### src/rtl/tdm_mux_pkg.sv
package tdm_mux_pkg;

   typedef enum logic [1:0] {
      ROLE_IDLE = 2'd0,
      ROLE_SIG  = 2'd1,
      ROLE_CTL  = 2'd2,
      ROLE_VOX  = 2'd3
   } slot_role_e;

   localparam logic [7:0] QUIET_MU = 8'hFF;
   localparam logic [7:0] QUIET_A  = 8'hD5;

   function automatic logic [7:0] quiet_code(input logic a_law);
      return a_law ? QUIET_A : QUIET_MU;
   endfunction

endpackage

### src/rtl/tdm_frame_timer.sv
module tdm_frame_timer #(
   parameter int NUM_SLOTS    = 32,
   parameter int SLOT_BITS    = 8,
   parameter int CLKS_PER_BIT = 2,
   localparam int SLOT_W = $clog2(NUM_SLOTS),
   localparam int BIT_W  = $clog2(SLOT_BITS),
   localparam int PH_W   = $clog2(CLKS_PER_BIT)
) (
   input  logic              clk,
   input  logic              rst_n,
   input  logic              frm_pulse,
   output logic [SLOT_W-1:0] cur_slot,
   output logic [BIT_W-1:0]  cur_bit,
   output logic [PH_W-1:0]   cur_phase,
   output logic              cur_sync,
   output logic [SLOT_W-1:0] nxt_slot,
   output logic [BIT_W-1:0]  nxt_bit,
   output logic [PH_W-1:0]   nxt_phase,
   output logic              nxt_sync
);
   localparam int CNT_W = SLOT_W + BIT_W + PH_W;

   if ((1 << SLOT_W) != NUM_SLOTS) begin : g_bad_slots
      $error("NUM_SLOTS must be a power of two");
   end
   if ((1 << BIT_W) != SLOT_BITS) begin : g_bad_bits
      $error("SLOT_BITS must be a power of two");
   end
   if (CLKS_PER_BIT < 2 || (1 << PH_W) != CLKS_PER_BIT) begin : g_bad_cpb
      $error("CLKS_PER_BIT must be a power of two of at least 2");
   end

   logic [CNT_W-1:0] cnt_q;
   logic [CNT_W-1:0] cnt_nxt;
   logic             sync_q;

   assign cnt_nxt  = frm_pulse ? '0 : cnt_q + CNT_W'(1);
   assign nxt_sync = sync_q | frm_pulse;

   always_ff @(posedge clk or negedge rst_n) begin
      if (!rst_n) begin
         cnt_q  <= '0;
         sync_q <= 1'b0;
      end else begin
         cnt_q  <= cnt_nxt;
         sync_q <= nxt_sync;
      end
   end

   assign cur_slot  = cnt_q[CNT_W-1 -: SLOT_W];
   assign cur_bit   = cnt_q[PH_W +: BIT_W];
   assign cur_phase = cnt_q[PH_W-1:0];
   assign cur_sync  = sync_q;
   assign nxt_slot  = cnt_nxt[CNT_W-1 -: SLOT_W];
   assign nxt_bit   = cnt_nxt[PH_W +: BIT_W];
   assign nxt_phase = cnt_nxt[PH_W-1:0];

   // a frame pulse always restarts the count at channel 0, first bit
   p_restart_r9: assert property (@(posedge clk) disable iff (!rst_n)
      frm_pulse |=> (cur_slot == '0 && cur_bit == '0 && cur_phase == '0 && cur_sync));

endmodule

### src/rtl/tdm_slot_role.sv
module tdm_slot_role
   import tdm_mux_pkg::*;
#(
   parameter int NUM_SLOTS = 32,
   parameter int SIG_SLOT  = 0,
   parameter int CTL_SLOT  = 1,
   parameter int VOX1_SLOT = 2,
   parameter int VOX2_SLOT = 3,
   localparam int SLOT_W = $clog2(NUM_SLOTS)
) (
   input  logic [SLOT_W-1:0] slot,
   input  logic              use_second,
   output slot_role_e        role
);
   localparam int NUM_ROLES = 4;
   localparam int ROLE_SLOT [NUM_ROLES] = '{SIG_SLOT, CTL_SLOT, VOX1_SLOT, VOX2_SLOT};

   for (genvar i = 0; i < NUM_ROLES; i++) begin : g_chk_range
      if (ROLE_SLOT[i] < 0 || ROLE_SLOT[i] >= NUM_SLOTS) begin : g_bad
         $error("role slot out of frame");
      end
      for (genvar j = i + 1; j < NUM_ROLES; j++) begin : g_chk_dup
         if (ROLE_SLOT[i] == ROLE_SLOT[j]) begin : g_bad
            $error("role slots must be distinct");
         end
      end
   end

   logic [NUM_ROLES-1:0] hit;
   for (genvar i = 0; i < NUM_ROLES; i++) begin : g_hit
      assign hit[i] = (slot == SLOT_W'(ROLE_SLOT[i]));
   end

   always_comb begin
      role = ROLE_IDLE;
      if (hit[0])                    role = ROLE_SIG;
      else if (hit[1])               role = ROLE_CTL;
      else if (hit[2] && !use_second) role = ROLE_VOX;
      else if (hit[3] && use_second)  role = ROLE_VOX;
   end

endmodule

### src/rtl/tdm_tx_mux.sv
module tdm_tx_mux
   import tdm_mux_pkg::*;
#(
   parameter int NUM_SLOTS    = 32,
   parameter int SLOT_BITS    = 8,
   parameter int CLKS_PER_BIT = 2,
   parameter int SIG_SLOT     = 0,
   parameter int CTL_SLOT     = 1,
   parameter int VOX1_SLOT    = 2,
   parameter int VOX2_SLOT    = 3,
   localparam int SLOT_W = $clog2(NUM_SLOTS),
   localparam int BIT_W  = $clog2(SLOT_BITS),
   localparam int PH_W   = $clog2(CLKS_PER_BIT)
) (
   input  logic                 clk,
   input  logic                 rst_n,
   input  logic [SLOT_W-1:0]    nxt_slot,
   input  logic [BIT_W-1:0]     nxt_bit,
   input  logic [PH_W-1:0]      nxt_phase,
   input  logic                 nxt_sync,
   input  logic                 c_en,
   input  logic                 d_en,
   input  logic                 d_rate8,
   input  logic                 tx_b2,
   input  logic                 tx_mute,
   input  logic                 alaw,
   input  logic                 pwr_dn,
   input  logic [SLOT_BITS-1:0] c_tx,
   input  logic [1:0]           d_tx,
   input  logic [SLOT_BITS-1:0] pcm_tx,
   output logic                 ser_out,
   output logic                 ser_oe
);
   if (SLOT_BITS != 8) begin : g_bad_width
      $error("quiet codes are defined for 8-bit slots only");
   end

   slot_role_e           role;
   logic [SLOT_BITS-1:0] slot_byte;
   logic                 slot_drive;
   logic                 bit_val;

   tdm_slot_role #(
      .NUM_SLOTS(NUM_SLOTS), .SIG_SLOT(SIG_SLOT), .CTL_SLOT(CTL_SLOT),
      .VOX1_SLOT(VOX1_SLOT), .VOX2_SLOT(VOX2_SLOT)
   ) u_role (
      .slot(nxt_slot), .use_second(tx_b2), .role(role)
   );

   always_comb begin
      slot_byte  = '1;
      slot_drive = 1'b0;
      unique case (role)
         ROLE_SIG: begin
            slot_drive = d_en;
            slot_byte  = {d_tx[1], (d_rate8 ? 1'b1 : d_tx[0]), {(SLOT_BITS-2){1'b1}}};
         end
         ROLE_CTL: begin
            slot_drive = c_en;
            slot_byte  = c_tx;
         end
         ROLE_VOX: begin
            slot_drive = !pwr_dn;
            slot_byte  = tx_mute ? quiet_code(alaw) : pcm_tx;
         end
         default: begin
            slot_drive = 1'b0;
            slot_byte  = '1;
         end
      endcase
   end

   assign bit_val = slot_byte[BIT_W'(SLOT_BITS-1) - nxt_bit];

   // output changes only where a new bit begins
   always_ff @(posedge clk or negedge rst_n) begin
      if (!rst_n) begin
         ser_out <= 1'b1;
         ser_oe  <= 1'b0;
      end else if (nxt_phase == '0) begin
         ser_out <= bit_val;
         ser_oe  <= nxt_sync && slot_drive;
      end
   end

   // within a bit the line holds its level
   p_bit_hold_r9: assert property (@(posedge clk) disable iff (!rst_n)
      (nxt_phase != '0) |=> ($stable(ser_out) && $stable(ser_oe)));

endmodule

### src/rtl/tdm_rx_capture.sv
module tdm_rx_capture
   import tdm_mux_pkg::*;
#(
   parameter int NUM_SLOTS    = 32,
   parameter int SLOT_BITS    = 8,
   parameter int CLKS_PER_BIT = 2,
   parameter int SIG_SLOT     = 0,
   parameter int CTL_SLOT     = 1,
   parameter int VOX1_SLOT    = 2,
   parameter int VOX2_SLOT    = 3,
   localparam int SLOT_W = $clog2(NUM_SLOTS),
   localparam int BIT_W  = $clog2(SLOT_BITS),
   localparam int PH_W   = $clog2(CLKS_PER_BIT)
) (
   input  logic                 clk,
   input  logic                 rst_n,
   input  logic [SLOT_W-1:0]    cur_slot,
   input  logic [BIT_W-1:0]     cur_bit,
   input  logic [PH_W-1:0]      cur_phase,
   input  logic                 cur_sync,
   input  logic                 ser_in,
   input  logic                 rx_b2,
   input  logic                 rx_mute,
   input  logic                 alaw,
   input  logic                 d_rate8,
   output logic [SLOT_BITS-1:0] c_rx,
   output logic [1:0]           d_rx,
   output logic [SLOT_BITS-1:0] pcm_rx
);
   localparam logic [PH_W-1:0] SAMPLE_PH = PH_W'(CLKS_PER_BIT/2 - 1);

   if (SLOT_BITS != 8) begin : g_bad_width
      $error("quiet codes are defined for 8-bit slots only");
   end

   slot_role_e           role;
   logic [SLOT_BITS-2:0] shift_q;
   logic [SLOT_BITS-1:0] full_byte;
   logic                 take;
   logic                 last;

   tdm_slot_role #(
      .NUM_SLOTS(NUM_SLOTS), .SIG_SLOT(SIG_SLOT), .CTL_SLOT(CTL_SLOT),
      .VOX1_SLOT(VOX1_SLOT), .VOX2_SLOT(VOX2_SLOT)
   ) u_role (
      .slot(cur_slot), .use_second(rx_b2), .role(role)
   );

   assign take      = cur_sync && (cur_phase == SAMPLE_PH);
   assign last      = take && (cur_bit == BIT_W'(SLOT_BITS-1));
   assign full_byte = {shift_q, ser_in};

   always_ff @(posedge clk or negedge rst_n) begin
      if (!rst_n) begin
         shift_q <= '1;
      end else if (take) begin
         shift_q <= full_byte[SLOT_BITS-2:0];
      end
   end

   always_ff @(posedge clk or negedge rst_n) begin
      if (!rst_n) begin
         c_rx   <= '1;
         d_rx   <= 2'b11;
         pcm_rx <= '1;
      end else if (last) begin
         unique case (role)
            ROLE_SIG: d_rx   <= {full_byte[SLOT_BITS-1], (d_rate8 ? 1'b1 : full_byte[SLOT_BITS-2])};
            ROLE_CTL: c_rx   <= full_byte;
            ROLE_VOX: pcm_rx <= rx_mute ? quiet_code(alaw) : full_byte;
            default:  ;
         endcase
      end
   end

   p_sig8_r3: assert property (@(posedge clk) disable iff (!rst_n)
      (last && role == ROLE_SIG && d_rate8) |=> d_rx[0]);

   p_rx_quiet_r6: assert property (@(posedge clk) disable iff (!rst_n)
      (last && role == ROLE_VOX && rx_mute) |=> (pcm_rx == quiet_code($past(alaw))));

   p_rx_hold_r4: assert property (@(posedge clk) disable iff (!rst_n)
      !last |=> ($stable(c_rx) && $stable(d_rx) && $stable(pcm_rx)));

endmodule

### src/rtl/tdm_slot_mux.sv
module tdm_slot_mux #(
   parameter int NUM_SLOTS    = 32,
   parameter int SLOT_BITS    = 8,
   parameter int CLKS_PER_BIT = 2,
   parameter int SIG_SLOT     = 0,
   parameter int CTL_SLOT     = 1,
   parameter int VOX1_SLOT    = 2,
   parameter int VOX2_SLOT    = 3
) (
   input  logic                 clk,
   input  logic                 rst_n,
   input  logic                 frm_pulse,
   input  logic                 ser_in,
   output logic                 ser_out,
   output logic                 ser_oe,
   input  logic                 c_en,
   input  logic                 d_en,
   input  logic                 d_rate8,
   input  logic                 tx_b2,
   input  logic                 rx_b2,
   input  logic                 tx_mute,
   input  logic                 rx_mute,
   input  logic                 alaw,
   input  logic                 pwr_dn,
   input  logic [SLOT_BITS-1:0] c_tx,
   input  logic [1:0]           d_tx,
   input  logic [SLOT_BITS-1:0] pcm_tx,
   output logic [SLOT_BITS-1:0] c_rx,
   output logic [1:0]           d_rx,
   output logic [SLOT_BITS-1:0] pcm_rx
);
   localparam int SLOT_W = $clog2(NUM_SLOTS);
   localparam int BIT_W  = $clog2(SLOT_BITS);
   localparam int PH_W   = $clog2(CLKS_PER_BIT);

   logic [SLOT_W-1:0] cur_slot, nxt_slot;
   logic [BIT_W-1:0]  cur_bit, nxt_bit;
   logic [PH_W-1:0]   cur_phase, nxt_phase;
   logic              cur_sync, nxt_sync;

   tdm_frame_timer #(
      .NUM_SLOTS(NUM_SLOTS), .SLOT_BITS(SLOT_BITS), .CLKS_PER_BIT(CLKS_PER_BIT)
   ) u_timer (
      .clk(clk), .rst_n(rst_n), .frm_pulse(frm_pulse),
      .cur_slot(cur_slot), .cur_bit(cur_bit), .cur_phase(cur_phase), .cur_sync(cur_sync),
      .nxt_slot(nxt_slot), .nxt_bit(nxt_bit), .nxt_phase(nxt_phase), .nxt_sync(nxt_sync)
   );

   tdm_tx_mux #(
      .NUM_SLOTS(NUM_SLOTS), .SLOT_BITS(SLOT_BITS), .CLKS_PER_BIT(CLKS_PER_BIT),
      .SIG_SLOT(SIG_SLOT), .CTL_SLOT(CTL_SLOT), .VOX1_SLOT(VOX1_SLOT), .VOX2_SLOT(VOX2_SLOT)
   ) u_tx (
      .clk(clk), .rst_n(rst_n),
      .nxt_slot(nxt_slot), .nxt_bit(nxt_bit), .nxt_phase(nxt_phase), .nxt_sync(nxt_sync),
      .c_en(c_en), .d_en(d_en), .d_rate8(d_rate8), .tx_b2(tx_b2), .tx_mute(tx_mute),
      .alaw(alaw), .pwr_dn(pwr_dn), .c_tx(c_tx), .d_tx(d_tx), .pcm_tx(pcm_tx),
      .ser_out(ser_out), .ser_oe(ser_oe)
   );

   tdm_rx_capture #(
      .NUM_SLOTS(NUM_SLOTS), .SLOT_BITS(SLOT_BITS), .CLKS_PER_BIT(CLKS_PER_BIT),
      .SIG_SLOT(SIG_SLOT), .CTL_SLOT(CTL_SLOT), .VOX1_SLOT(VOX1_SLOT), .VOX2_SLOT(VOX2_SLOT)
   ) u_rx (
      .clk(clk), .rst_n(rst_n),
      .cur_slot(cur_slot), .cur_bit(cur_bit), .cur_phase(cur_phase), .cur_sync(cur_sync),
      .ser_in(ser_in), .rx_b2(rx_b2), .rx_mute(rx_mute), .alaw(alaw), .d_rate8(d_rate8),
      .c_rx(c_rx), .d_rx(d_rx), .pcm_rx(pcm_rx)
   );

   // slot-level output rules, checked against the running frame position
   p_unsynced_quiet_r8: assert property (@(posedge clk) disable iff (!rst_n)
      !cur_sync |-> !ser_oe);

   p_idle_slots_r8: assert property (@(posedge clk) disable iff (!rst_n)
      (cur_slot != SLOT_W'(SIG_SLOT) && cur_slot != SLOT_W'(CTL_SLOT) &&
       cur_slot != SLOT_W'(VOX1_SLOT) && cur_slot != SLOT_W'(VOX2_SLOT)) |-> !ser_oe);

   p_ctl_off_r1: assert property (@(posedge clk) disable iff (!rst_n)
      (cur_slot == SLOT_W'(CTL_SLOT) && cur_phase == '0 && !$past(c_en)) |-> !ser_oe);

   p_vox_pwrdn_r7: assert property (@(posedge clk) disable iff (!rst_n)
      (cur_slot == ($past(tx_b2) ? SLOT_W'(VOX2_SLOT) : SLOT_W'(VOX1_SLOT)) &&
       cur_phase == '0 && $past(pwr_dn)) |-> !ser_oe);

endmodule

### config.mk
export PLATFORM = sky130hd
export DESIGN_NAME = tdm_slot_mux
export DESIGN_NICKNAME = d
export VERILOG_FILES = /design/src/rtl/tdm_mux_pkg.sv /design/src/rtl/tdm_frame_timer.sv /design/src/rtl/tdm_slot_role.sv /design/src/rtl/tdm_tx_mux.sv /design/src/rtl/tdm_rx_capture.sv /design/src/rtl/tdm_slot_mux.sv
export SDC_FILE = /design/constraint.sdc
export NUM_CORES = 1
export LEC_CHECK = 0
export BUFFER_PORTS_ARGS = -buffer_cell sky130_fd_sc_hd__buf_2
export CAP_MARGIN = 20
export CORE_AREA = 2 2 82 84
export DETAILED_ROUTE_END_ITERATION = 7
export DIE_AREA = 0 0 84 86
export PLACE_DENSITY = 0.5
export SYNTH_ARGS = -nofsm -noshare
export SYNTH_HDL_FRONTEND = slang
export SYNTH_SLANG_ARGS = --single-unit
### constraint.sdc
create_clock -name clk -period 2.7 [get_ports clk]
set_input_delay 0.54 -clock clk [delete_from_list [all_inputs] [get_ports clk]]
set_output_delay 0.54 -clock clk [all_outputs]
set_load 0.02 [all_outputs]
=== Word-level counts from Yosys, hierarchy flattened ===
Index checks and enable logic that the tools add are counted.

* Bitwise operators: 2
* Add/subtract/negate cells: 2
* Reductions and logical operators: 15
* Equal/unequal tests: 13
* Mux-type cells: 18
* $lt $le $gt $ge: 1

{| class="wikitable"
|+ Operators with widths
! operator !! number
|-
| 8-bit one-hot mux with 3 select lines || 1
|-
| 5-bit by 2-bit equality test with 1-bit output (second input constant) || 4
|-
| 2-bit 2-to-1 mux || 8
|-
| 8-bit 2-to-1 mux || 2
|-
| 5-bit by 1-bit equality test with 1-bit output (second input constant) || 2
|-
| 5-bit zero test || 2
|-
| 9-bit by 1-bit adder with 9-bit output (second input constant) || 1
|-
| 9-bit 2-to-1 mux || 1
|-
| 2-bit equality test (second input constant) || 4
|-
| 1-bit logical AND || 7
|-
| 6-bit 2-to-1 mux || 1
|-
| 2-bit AND reduction || 3
|-
| 2-bit by 1-bit equality test with 1-bit output (second input constant) || 2
|-
| 3-bit by 4-bit less-than comparator with 1-bit output (second input constant) || 1
|-
| 1-bit binary-select mux with 3-bit select || 1
|-
| 3-bit equality test (second input constant) || 1
|-
| 1-bit zero test || 3
|-
| 1-bit 2-to-1 mux || 3
|-
| 1-bit one-hot mux with 3 select lines || 1
|-
| 3-bit subtractor (first input constant) || 1
|-
| 1-bit NOT || 1
|-
| 1-bit OR || 1
|}

* Word-level logic and storage cells: 59
* Input port bits: 31
* Bits in registers: 37
* Output and inout bits: 20

=== Depth between registers and ports, before layout ===
Gate-level depths: netlist of run 1.

* Depth after elaboration: 12
* Gate-level depth with buffers: 10
* Mapped depth without buffers: 9

=== By module ===
From an unflattened synthesis of run 1, not the netlist that was laid out.

* Cells, all modules: 182
* Area, all modules: 1974.4 µm²

{| class="wikitable"
|+ Modules (own cells, without submodules)
! module !! cells each !! sequential area each (µm²) !! times used !! area an instance (µm²)
|-
| tdm_rx_capture || 79 || 656.9 || 1 || 1072.3
|-
| tdm_frame_timer || 40 || 250.2 || 1 || 424.2
|-
| tdm_tx_mux || 51 || 51.3 || 1 || 357.8
|-
| tdm_slot_role || 6 || 0.0 || 2 || 60.1
|}

=== Worst setup path after synthesis of run 1 ===
OpenSTA, ideal clock, no wires.

* Kind: input -> register
* From: input frm_pulse
* To: register u_tx.ser_out
* Data required time: 2.622 ns
* Library setup time: 0.078 ns
* Cell stages on the path: 8
* Path buffers: 2
* Arrival: 2.284 ns
* Setup slack: 0.338 ns
* Cell sequence: clkbuf_1 -> or4_4 -> and2_4 -> buf_6 -> a32o_1 -> a221o_1 -> a31o_1 -> a41oi_2

* Longest elaborated chain between the ends: 11
* Elaborated cells between the ends (all ways): 18
* Those cells by class: add/sub: 1; eq/ne: 6; mux: 8; reduce/logical: 3

{| class="wikitable"
|+ RTL lines
! element !! RTL line !! RTL
|-
| from (decl) || tdm_slot_mux.sv:12 || <nowiki>input logic frm_pulse,</nowiki>
|-
| 9-bit 2-to-1 mux * || tdm_frame_timer.sv:37 || <nowiki>assign cnt_nxt = frm_pulse ? '0 : cnt_q + CNT_W'(1);</nowiki>
|-
| 5-bit by 2-bit equality test with 1-bit output || tdm_slot_role.sv:31 || <nowiki>assign hit[i] = (slot == SLOT_W'(ROLE_SLOT[i]));</nowiki>
|-
| 1-bit logical AND || tdm_slot_role.sv:39 || <nowiki>else if (hit[3] && use_second) role = ROLE_VOX;</nowiki>
|-
| 2-bit 2-to-1 mux || tdm_slot_role.sv:39 ||
|-
| 2-bit 2-to-1 mux || tdm_slot_role.sv:38 || <nowiki>else if (hit[2] && !use_second) role = ROLE_VOX;</nowiki>
|-
| 2-bit 2-to-1 mux || tdm_slot_role.sv:37 || <nowiki>else if (hit[1]) role = ROLE_CTL;</nowiki>
|-
| 2-bit 2-to-1 mux || tdm_slot_role.sv:36 || <nowiki>if (hit[0]) role = ROLE_SIG;</nowiki>
|-
| 2-bit equality test or 2-bit by 1-bit equality test with 1-bit output (tied branches) || tdm_tx_mux.sv:53 || <nowiki>unique case (role)</nowiki>
|-
| 8-bit one-hot mux with 3 select lines || tdm_tx_mux.sv:53 ||
|-
| 1-bit binary-select mux with 3-bit select || tdm_tx_mux.sv:73 || <nowiki>assign bit_val = slot_byte[BIT_W'(SLOT_BITS-1) - nxt_bit];</nowiki>
|-
| 1-bit 2-to-1 mux (not written as such) || tdm_tx_mux.sv:73 ||
|-
| to (signal assigned) || tdm_tx_mux.sv:81 || <nowiki>ser_out <= bit_val;</nowiki>
|-
| to (decl) || tdm_tx_mux.sv:31 || <nowiki>output logic ser_out,</nowiki>
|}

Mark *: on every way between the ends. The rest lies on a longest branch, timed or not. The select of a mux whose other input is x is not followed.
A chain may end at the register's enable or synchronous reset.

=== Worst setup path in the final report of run 1 ===
* From: register u_timer.cnt_q[1]
* To: register u_tx.ser_out

* Elaborated cells between the ends (all ways): 19
* Those cells by class: add/sub: 2; eq/ne: 6; mux: 8; reduce/logical: 3

{| class="wikitable"
|+ RTL lines
! element !! RTL line !! RTL
|-
| from (decl) || tdm_frame_timer.sv:33 || <nowiki>logic [CNT_W-1:0] cnt_q;</nowiki>
|-
| from (signal assigned) || tdm_frame_timer.sv:45 || <nowiki>cnt_q <= cnt_nxt;</nowiki>
|-
| 9-bit by 1-bit adder with 9-bit output || tdm_frame_timer.sv:37 ||
|-
| 9-bit 2-to-1 mux || tdm_frame_timer.sv:37 ||
|-
| named net nxt_bit[0] || tdm_slot_mux.sv:37 || <nowiki>logic [BIT_W-1:0] cur_bit, nxt_bit;</nowiki>
|-
| 3-bit subtractor || tdm_tx_mux.sv:73 ||
|-
| 1-bit binary-select mux with 3-bit select || tdm_tx_mux.sv:73 ||
|-
| 1-bit 2-to-1 mux (not written as such) || tdm_tx_mux.sv:73 ||
|}

The timed path passes the listed nets, and every way through them passes these cells. The select of a mux whose other input is x is not followed.

==> reports/summary.txt, run 1 <==
status -> finished, final reports clean
CP bufs+invs -> 1
diode count -> 0
Site Rows -> 29
worst-path fanout max -> 8
# port buffers -> 50
Net Sw Frac -> 0.277
Design Area, Final -> 2430 sq um
WP data required -> 2.89 ns
Max H-tree Level -> 2
Psw -> 0.000330 W
synthesized cell area -> 2030 sq um
die outline area -> 7220 sq um
Netlist cell types -> 47
routed wire length -> 4.89 mm
syn nets -> 244
dpl hpwl -> 3.69 mm
vias in the first global route -> 1597
Crit path arrival time -> 2.59 ns
crit path launch type -> flip-flop
Die Height -> 86 um
Post-DP Area -> 2340 sq um
Largest stage delay, worst path -> 0.46 ns
total I/O pin count -> 51
CP max stage cell -> dfrtp_1
Critical Path End Type -> flip-flop
asr flop ratio synth -> 1.00
post-route ant nets -> 0
via count -> 1689
kind of cell adding the most delay to the critical path -> simple AND/OR/NAND/NOR gates
clk sinks -> 37
routability cong. -> 0.884
FF+latch count, synth -> 37
Final setup viols -> 0
Area growth, synth to finish -> 19.8%
mean post-synth cell area -> 9.58 sq um
first-pass GRT wire length -> 8.03 mm
Pint -> 0.000862 W
Worst Skew -> 0.00555 ns
hold crit path type -> in2async
gr usage total -> 0.138
CTS max path bufs -> 2
Max Freq -> 0.416 GHz
CTS tree -> built
most frequent cells in the layout -> buf_2 (50), nor2_1 (34), dfstp_2 (26), o21ai_0 (19), nand2_1 (15)
CTS clk-pin slew, worst paths -> 0.07 ns
Post-synth EDFFs -> 0
gr ovfl total -> 0
Worst Path Class, Setup -> reg2reg
Starting Density -> 0.324
crit share post-route -> 0.889
Max Transition Viols Final -> 0
final hold vios -> 0
power share of the combinational group -> 0.138
clock root buffer -> clkbuf_8
largest net degree at the start of global routing -> 38
die width -> 84 um
Max VDD drop -> 268 uV
drc violations -> 0
Tightest Pin Transition -> 0.846 ns
Post-Synthesis Cells -> 212
Fin Setup TNS -> 0 ns
post-route minimum period -> 2.40 ns
crit path cell chain -> ha_1 > nand2b_1 > inv_1 > or3_1 > a31o_2 > a21oi_1 > o21ai_0 > nand4_1 > a41oi_2
max_cap viols -> 0
Clk pwr share -> 0.327
Synth Flop Type -> dfstp_2
DRT Pass-1 Iters -> 4
TritonCTS buffer count -> 5
Pleak -> 1.07 nW
initial antenna violation count -> 0
leading cell type in the layout, fill and taps excluded -> buf_2
post-CTS setup repair buffer count -> 0
P per Cell Area -> 490 nW/um^2
core area -> 6280 sq um
Avg WL per Cell -> 14.5 um
DR vias/cell -> 5.00
cts repair resizes -> 0
1st-iter DRT viols -> 106
register area share after synthesis -> 0.472
Flop pwr share -> 0.534
Warnings, synthesis -> 0
max_slew headroom -> 0.436
final net count -> 292
RSZ-0062 raised after global routing -> no
proportion of layout cells with a drive suffix above 1 -> 0.425
clk_lat worst skew -> 0.28 ns
CTS hold repair buffers -> 0
==> state kept, by name (all words and copies together), names as in the netlist <==
signal and count:
u_tx.ser_oe 1, u_tx.ser_out 1, u_timer.cnt_q 9, u_rx.d_rx 2, u_rx.pcm_rx 8, u_rx.shift_q 7, u_rx.c_rx 8, u_timer.cur_sync 1
==> logic make-up (layout without fill, tap and decap cells) <==
group	count (synthesis)	after routing	synth area share
simple gates	81	81	0.193
compound gates	48	48	0.157
xor+xnor	9	9	0.0388
fa+ha+maj	1	1	0.00616
flops	37	37	0.472
mux	17	17	0.0924
buf+inv	19	68	0.0407
==> Yosys cell counts (2+ instances only) <==
master | n | area, sq um
nor2_1 | 34 | 128
dfstp_2 | 26 | 683
o21ai_0 | 19 | 95.1
nand2_1 | 15 | 56.3
mux2_2 | 14 | 158
dfrtp_1 | 11 | 275
a21oi_1 | 10 | 50.1
clkbuf_1 | 7 | 26.3
inv_1 | 7 | 26.3
xnor2_1 | 6 | 52.6
nand4_1 | 5 | 31.3
nand3_1 | 4 | 20.0
nor3_1 | 4 | 20.0
a211oi_1 | 3 | 22.5
buf_2 | 3 | 15.0
mux2i_1 | 3 | 30.0
xor2_1 | 3 | 26.3
a2111o_1 | 2 | 22.5
a211o_1 | 2 | 17.5
a32o_1 | 2 | 20.0
and3b_1 | 2 | 17.5
nand2b_1 | 2 | 12.5
nor2b_1 | 2 | 12.5
or2_2 | 2 | 12.5
or3_1 | 2 | 12.5
==> stage by stage <==
step            util  instances  power, W  setup slack [ns]  hold slack, ns
2_1_floorplan      -        212  0.000742             0.338           0.244
3_3_place_gp   0.373        330  0.000813             0.288           0.467
3_5_place_dp   0.373        330  0.000813             0.233           0.473
4_1_cts        0.387        338   0.00121             0.320           0.385
5_1_grt        0.387        338   0.00126             0.160           0.421
6_report       0.387        338   0.00119             0.299           0.366
==> power groups by stage <==
stage          clock, W  sequential (W)  combinational (W)
2_1_floorplan         0        0.000644          0.0000975
3_3_place_gp          0        0.000648           0.000165
3_5_place_dp          0        0.000647           0.000165
4_1_cts        0.000409        0.000638           0.000166
5_1_grt        0.000427        0.000644           0.000186
6_report       0.000390        0.000637           0.000165
==> metal layers <==
| metal | GRT usage | vias up | part of all wire |
|---|---|---|---|
| li1 | - | 836 | - |
| met1 | 0.201 | 801 | 0.49 |
| met2 | 0.210 | 44 | 0.46 |
| met3 | 0.0327 | 8 | 0.042 |
| met4 | 0.0308 | 0 | 0.010 |
| met5 | 0 | - | 0 |
==> path summary, 6_finish.rpt <==
path                                  start          endpoint  slack (ns)  depth (start not counted)
max reg2reg                u_timer.cnt_q[1]      u_tx.ser_out        0.30                          9
min in group clk               u_rx.c_rx[1]      u_rx.c_rx[1]        0.48                          2
max                        u_timer.cnt_q[1]      u_tx.ser_out        0.30                          9
min                                   rst_n  u_timer.cnt_q[5]        0.37                          1
min reg2reg                    u_rx.c_rx[1]      u_rx.c_rx[1]        0.48                          2
max in group asynchronous             rst_n  u_timer.cnt_q[1]        1.81                          1
==> cell type report <==
class | instances | area [sq um]
clock inverter | 3 | 20.0
clock buffer | 5 | 68.8
inverter | 7 | 26.3
multi-input combinational | 156 | 990
sequential | 37 | 958
tap | 77 | 96.3
timing repair buffer | 53 | 273
fill | 672 | 3840
(Power assumes the default switching activity.)
==> run 2: changes to the inputs <==
==> constraint.sdc (replaced) <==
create_clock -name clk -period 2.4 [get_ports clk]
set_input_delay 0.48 -clock clk [delete_from_list [all_inputs] [get_ports clk]]
set_output_delay 0.48 -clock clk [all_outputs]
set_load 0.02 [all_outputs]
==> run 2 against run 1 <==
Net effect: sequential share of layout area fell by 0.97 points; critical path depth down 1; cell area is 2.5% higher; clock skew decreased by 0.00068 ns; clock power is 6.2% higher; non-clock buffer count increased by 8; routed wire length is 1.4% lower; core utilization increased by 0.98 points; combinational power rose by 19%.
==> reports/summary.txt, run 2 (synthesized netlist as in run 1, its figures left out) <==
core area -> 6280 sq um (unchanged)
overall power -> 0.00133 W (was 0.00119 W)
Tightest Pin Transition -> 0.816 ns (was 0.846 ns)
Most flops, register -> u_timer.cnt_q (unchanged)
drc violations -> 0 (unchanged)
Post-DP Area -> 2400 sq um (was 2340 sq um)
Design Area, Final -> 2490 sq um (was 2430 sq um)
Max H-tree Level -> 2 (unchanged)
met3 Track Usage GR -> 0.0279 (was 0.0327)
CTS max path bufs -> 2 (unchanged)
Area growth, synth to finish -> 22.8% (was 19.8%)
post-route ant nets -> 0 (unchanged)
max reg flops -> 9 (unchanged)
largest net degree at the start of global routing -> 38 (unchanged)
post-route minimum period -> 2.21 ns (was 2.40 ns)
first-pass GRT wire length -> 7.89 mm (was 8.03 mm)
TritonCTS buffer count -> 5 (unchanged)
leading cell type in the layout, fill and taps excluded -> buf_2 (unchanged)
CTS clk-pin slew, worst paths -> 0.07 ns (about the same)
Worst Path Class, Setup -> reg2reg (unchanged)
Top Registers -> u_timer.cnt_q x9, u_rx.c_rx x8, u_rx.pcm_rx x8 (unchanged)
Final setup viols -> 0 (unchanged)
routability cong. -> 0.876 (was 0.884)
DRT Pass-1 Iters -> 4 (unchanged)
P per Cell Area -> 533 nW/um^2 (was 490 nW/um^2)
Max Freq -> 0.453 GHz (was 0.416 GHz)
worst-path fanout max -> 5 (was 8)
most frequent cells in the layout -> buf_2 (50), nor2_1 (34), dfstp_2 (26), o21ai_0 (19), nand2_1 (15) (unchanged)
dpl hpwl -> 3.59 mm (was 3.69 mm)
Fin Setup TNS -> 0 ns (unchanged)
DR vias/cell -> 4.95 (was 5.00)
max_slew headroom -> 0.456 (was 0.436)
Final Util -> 0.397 (was 0.387)
clock root buffer -> clkbuf_8 (unchanged)
die outline area -> 7220 sq um (unchanged)
flop-to-flop setup slack -> 0.19 ns (was 0.30 ns)
CP max stage cell -> dfrtp_1 (unchanged)
clk sinks -> 37 (unchanged)
Non-Filler Instances -> 346 (was 338)
Critical Path End Type -> flip-flop (unchanged)
Pleak -> 1.10 nW (was 1.07 nW)
Starting Density -> 0.324 (unchanged)
Largest stage delay, worst path -> 0.43 ns (was 0.46 ns)
met1 Track Usage GR -> 0.194 (was 0.201)
Die Height -> 86 um (unchanged)
routed wire length -> 4.82 mm (was 4.89 mm)
gr ovfl total -> 0 (unchanged)
CTS tree -> built (unchanged)
crit share post-route -> 0.919 (was 0.889)
diode count -> 0 (unchanged)
crit path cell chain -> ha_1 > nand3_2 > mux2_2 > mux2i_1 > a211oi_2 > o21ai_0 > a31o_1 > a41oi_2 (was ha_1 > nand2b_1 > inv_1 > or3_1 > a31o_2 > a21oi_1 > o21ai_0 > nand4_1 > a41oi_2)
gr usage total -> 0.137 (was 0.138)
Worst Skew -> 0.00487 ns (was 0.00555 ns)
crit path launch type -> flip-flop (unchanged)
status -> finished, final reports clean (unchanged)
initial antenna violation count -> 0 (unchanged)
1st-iter DRT viols -> 98 (was 106)
via count -> 1711 (was 1689)
vias in the first global route -> 1603 (was 1597)
Max Transition Viols Final -> 0 (unchanged)
max_cap viols -> 0 (unchanged)
global route hottest layer -> met2 (unchanged)
proportion of layout cells with a drive suffix above 1 -> 0.439 (was 0.425)
die width -> 84 um (unchanged)
GR Util met2 -> 0.207 (was 0.210)
RSZ-0062 raised after global routing -> no (unchanged)
Max VDD drop -> 251 uV (was 268 uV)
# port buffers -> 50 (unchanged)
total I/O pin count -> 51 (unchanged)
CTS hold repair buffers -> 0 (unchanged)
placed cell count -> 338 (was 330)
Site Rows -> 29 (unchanged)
Avg WL per Cell -> 13.9 um (was 14.5 um)
WP data required -> 2.62 ns (was 2.89 ns)
clk_lat worst skew -> 0.29 ns (was 0.28 ns)
final net count -> 300 (was 292)
final hold vios -> 0 (unchanged)
Crit path arrival time -> 2.42 ns (was 2.59 ns)
hold crit path type -> in2async (unchanged)
run 2: power breakdown:
part	leakage, nW	switching, W	internal, W
clock	0.0395	0.000208	0.000206
combinational	0.651	0.000107	0.0000894
sequential	0.414	0.0000347	0.000684
run 2: stage by stage:
stage	worst slack (ns)	hold WS, ns
after floorplan	0.0980	0.184
after CTS	0.0926	0.312
after global routing	0.0227	0.354
final	0.194	0.291
after global placement	0.157	0.466
after detailed placement	0.116	0.474
run 2: repair_timing:
action | 4_1_cts | 5_1_grt
setup endpoints to repair | 0 | 1
buffers inserted | 0 | 0
resized for setup | 0 | 2
run 2: path summary, 6_finish.rpt:
kind / start / cells after the start / to
max: u_timer.cnt_q[1] / 8 / u_tx.ser_out
min: rst_n / 1 / u_timer.cnt_q[4]
max reg2reg: u_timer.cnt_q[1] / 8 / u_tx.ser_out
min reg2reg: u_rx.c_rx[1] / 2 / u_rx.c_rx[1]
max in group asynchronous: rst_n / 1 / u_timer.cur_sync
min in group clk: ser_in / 3 / u_rx.shift_q[0]
run 2: area by class of cell:
| type | count | area (sq um) |
|---|---|---|
| Fill cell | 649 | 3780 |
| Multi-Input combinational cell | 156 | 1000 |
| Sequential cell | 37 | 958 |
| Timing Repair Buffer | 61 | 333 |
| Tap cell | 77 | 96.3 |
| Clock buffer | 8 | 80.1 |
| Inverter | 7 | 26.3 |
run 2: critical path, delay by kind of cell (launching register included):
family	cells	cell delay (ns)
adders and majority gates	1	0.27
and+or+nand+nor	1	0.14
AOI/OAI and AO/OA	4	0.74
DFF	1	0.43
muxes	2	0.56
run 2: layer usage:
layer	part of all wire	wire length, um	up-vias
met1	0.50	2390	796
met3	0.044	211	7
met5	0	0	-
li1	-	-	858
met2	0.45	2160	50
met4	0.013	62	0
==> run 3: changes to the inputs <==
--- a/config.mk
+++ b/config.mk
@@ -7,10 +7,12 @@
 export LEC_CHECK = 0
 export BUFFER_PORTS_ARGS = -buffer_cell sky130_fd_sc_hd__buf_2
 export CAP_MARGIN = 20
-export CORE_AREA = 2 2 82 84
+export CELL_PAD_IN_SITES_DETAIL_PLACEMENT = 2
+export CELL_PAD_IN_SITES_GLOBAL_PLACEMENT = 2
+export CORE_AREA = 2 2 83 85
 export DETAILED_ROUTE_END_ITERATION = 7
-export DIE_AREA = 0 0 84 86
-export PLACE_DENSITY = 0.5
+export DIE_AREA = 0 0 85 87
+export PLACE_DENSITY = 0.75
 export SYNTH_ARGS = -nofsm -noshare
 export SYNTH_HDL_FRONTEND = slang
 export SYNTH_SLANG_ARGS = --single-unit
==> run 3 against run 2 <==
Net effect: sequential power hardly changed; critical path type unchanged; largest power group unchanged; critical path depth unchanged; highest routed layer unchanged; clock power rose by 32%.
==> reports/summary.txt, run 3 (synthesized netlist as in run 1, its figures left out) <==
status -> finished, final reports clean (unchanged)
drc violations -> 0 (unchanged)
worst r2r src -> u_timer.cnt_q[0] (was u_timer.cnt_q[1])
Tightest Pin Transition -> 0.852 ns (was 0.816 ns)
Flop pwr share -> 0.486 (was 0.540)
core area -> 6570 sq um (was 6280 sq um)
WP data required -> 2.62 ns (about the same)
total I/O pin count -> 51 (unchanged)
Max Transition Viols Final -> 0 (unchanged)
CTS clk-pin slew, worst paths -> 0.08 ns (was 0.07 ns)
max_cap viols -> 0 (unchanged)
Fin Setup TNS -> 0 ns (unchanged)
initial antenna violation count -> 0 (unchanged)
max_slew headroom -> 0.432 (was 0.456)
Starting Density -> 0.309 (was 0.324)
Area growth, synth to finish -> 25.8% (was 22.8%)
met3 Track Usage GR -> 0.0246 (was 0.0279)
Top Registers -> u_timer.cnt_q x9, u_rx.c_rx x8, u_rx.pcm_rx x8 (unchanged)
Max Freq -> 0.441 GHz (was 0.453 GHz)
via count -> 1815 (was 1711)
1st-iter DRT viols -> 68 (was 98)
clock root buffer -> clkbuf_8 (unchanged)
post-route ant nets -> 0 (unchanged)
CP max stage cell -> or4_4 (was dfrtp_1)
routability cong. -> 0.847 (was 0.876)
Avg WL per Cell -> 17.1 um (was 13.9 um)
proportion of layout cells with a drive suffix above 1 -> 0.454 (was 0.439)
RSZ-0062 raised after global routing -> no (unchanged)
hold crit path type -> in2async (unchanged)
diode count -> 0 (unchanged)
CTS max path bufs -> 2 (unchanged)
Pleak -> 1.14 nW (was 1.10 nW)
Psw -> 0.000386 W (was 0.000350 W)
GR Util met2 -> 0.307 (was 0.207)
Worst Path Class, Setup -> reg2reg (unchanged)
vias in the first global route -> 1962 (was 1603)
largest net degree at the start of global routing -> 38 (unchanged)
crit path cell chain -> nand2_2 > or4_4 > and2_4 > inv_1 > nand3b_1 > o21ai_0 > nand4_1 > a41oi_2 (was ha_1 > nand3_2 > mux2_2 > mux2i_1 > a211oi_2 > o21ai_0 > a31o_1 > a41oi_2)
most frequent cells in the layout -> buf_2 (50), nor2_1 (34), dfstp_2 (26), o21ai_0 (17) (was buf_2 (50), nor2_1 (34), dfstp_2 (26), o21ai_0 (19), nand2_1 (15))
met1 Track Usage GR -> 0.226 (was 0.194)
routed wire length -> 6.04 mm (was 4.82 mm)
DRT Pass-1 Iters -> 4 (unchanged)
post-route minimum period -> 2.27 ns (was 2.21 ns)
max reg flops -> 9 (unchanged)
worst hold slack -> 0.294 ns (was 0.291 ns)
Max H-tree Level -> 2 (unchanged)
worst-path fanout max -> 9 (was 5)
Largest stage delay, worst path -> 0.50 ns (was 0.43 ns)
CP Launch Point -> u_timer.cnt_q[0] (was u_timer.cnt_q[1])
final hold vios -> 0 (unchanged)
Pint -> 0.00109 W (was 0.000979 W)
cts repair resizes -> 0 (unchanged)
global route hottest layer -> met2 (unchanged)
Clk pwr share -> 0.371 (was 0.312)
dpl hpwl -> 4.75 mm (was 3.59 mm)
DR vias/cell -> 5.14 (was 4.95)
worst r2r path cells -> 8 (unchanged)
Most flops, register -> u_timer.cnt_q (unchanged)
Crit path arrival time -> 2.48 ns (was 2.42 ns)
leading cell type in the layout, fill and taps excluded -> buf_2 (unchanged)
CTS tree -> built (unchanged)
Max VDD drop -> 246 uV (was 251 uV)
P per Cell Area -> 577 nW/um^2 (was 533 nW/um^2)
Site Rows -> 30 (was 29)
gr ovfl total -> 0 (unchanged)
reg2reg end -> u_tx.ser_out (unchanged)
clk sinks -> 37 (unchanged)
CP Capture Point -> u_tx.ser_out (unchanged)
gr usage total -> 0.175 (was 0.137)
final net count -> 304 (was 300)
flop-to-flop setup slack -> 0.13 ns (was 0.19 ns)
Critical Path End Type -> flip-flop (unchanged)
Final setup viols -> 0 (unchanged)
die width -> 85 um (was 84 um)
TritonCTS buffer count -> 5 (unchanged)
crit path launch type -> flip-flop (unchanged)
clk_lat worst skew -> 0.29 ns (about the same)
Worst Skew -> 0.00518 ns (was 0.00487 ns)
first-pass GRT wire length -> 10.1 mm (was 7.89 mm)
Die Height -> 87 um (was 86 um)
CTS hold repair buffers -> 0 (unchanged)
post-CTS setup repair buffer count -> 0 (unchanged)
crit share post-route -> 0.945 (was 0.919)
Net Sw Frac -> 0.262 (was 0.263)
# port buffers -> 50 (unchanged)
power share of the combinational group -> 0.143 (was 0.148)
die outline area -> 7400 sq um (was 7220 sq um)
-- run 3: worst min path at each step --
stage	cells past startpoint	from	slack (ns)	to
after detailed placement	2	u_rx.c_rx[5]	0.48	u_rx.c_rx[5]
after CTS	1	rst_n	0.31	u_timer.cnt_q[5]
after floorplan	0	rst_n	0.18	u_timer.cnt_q[0]
final	1	rst_n	0.29	u_timer.cnt_q[5]
after global routing	1	rst_n	0.33	u_timer.cnt_q[5]
after global placement	2	u_rx.c_rx[3]	0.47	u_rx.c_rx[3]
-- run 3: final cells by class --
type                    count  area (sq um)
clock inverters             2          38.8
well taps                  80           100
clock buffers               6          72.6
inverters                   7          26.3
fillers                   770          4010
repair buffers             65           363
flip-flops and latches     37           960
multi-input cells         156           995
-- run 3: worst max-delay path, delay by kind of cell, from the launching register on --
family	cells	cell delay, ns
simple gates	5	1.16
compound gates	2	0.45
flops	1	0.43
buf+inv	1	0.15
-- run 3: routing by layer --
layer	vias up	wire length [um]
met3	5	166
met1	915	2800
li1	859	-
met4	0	57
met5	-	0
met2	36	3010
-- run 3: stage by stage --
stage / total power (W) / std cells / utilization / setup slack, ns / instance area [sq um]
finish: 0.00147 / 353 / 0.389 / 0.132 / 2550
global route: 0.00155 / 353 / 0.389 / 0.0178 / 2550
CTS: 0.00150 / 353 / 0.388 / 0.0582 / 2550
detailed placement: 0.000940 / 345 / 0.371 / 0.0954 / 2440
global placement: 0.000931 / 345 / 0.371 / 0.165 / 2440
floorplan: 0.000834 / 212 / - / 0.0980 / 2030
-- run 3: power groups by stage --
| stage | Sequential (W) | Combinational (W) | Clock [W] |
|---|---|---|---|
| detailed placement | 0.000728 | 0.000212 | 0 |
| floorplan | 0.000724 | 0.000110 | 0 |
| CTS | 0.000717 | 0.000215 | 0.000564 |
| finish | 0.000716 | 0.000211 | 0.000546 |
| global placement | 0.000725 | 0.000206 | 0 |
| global route | 0.000724 | 0.000236 | 0.000589 |
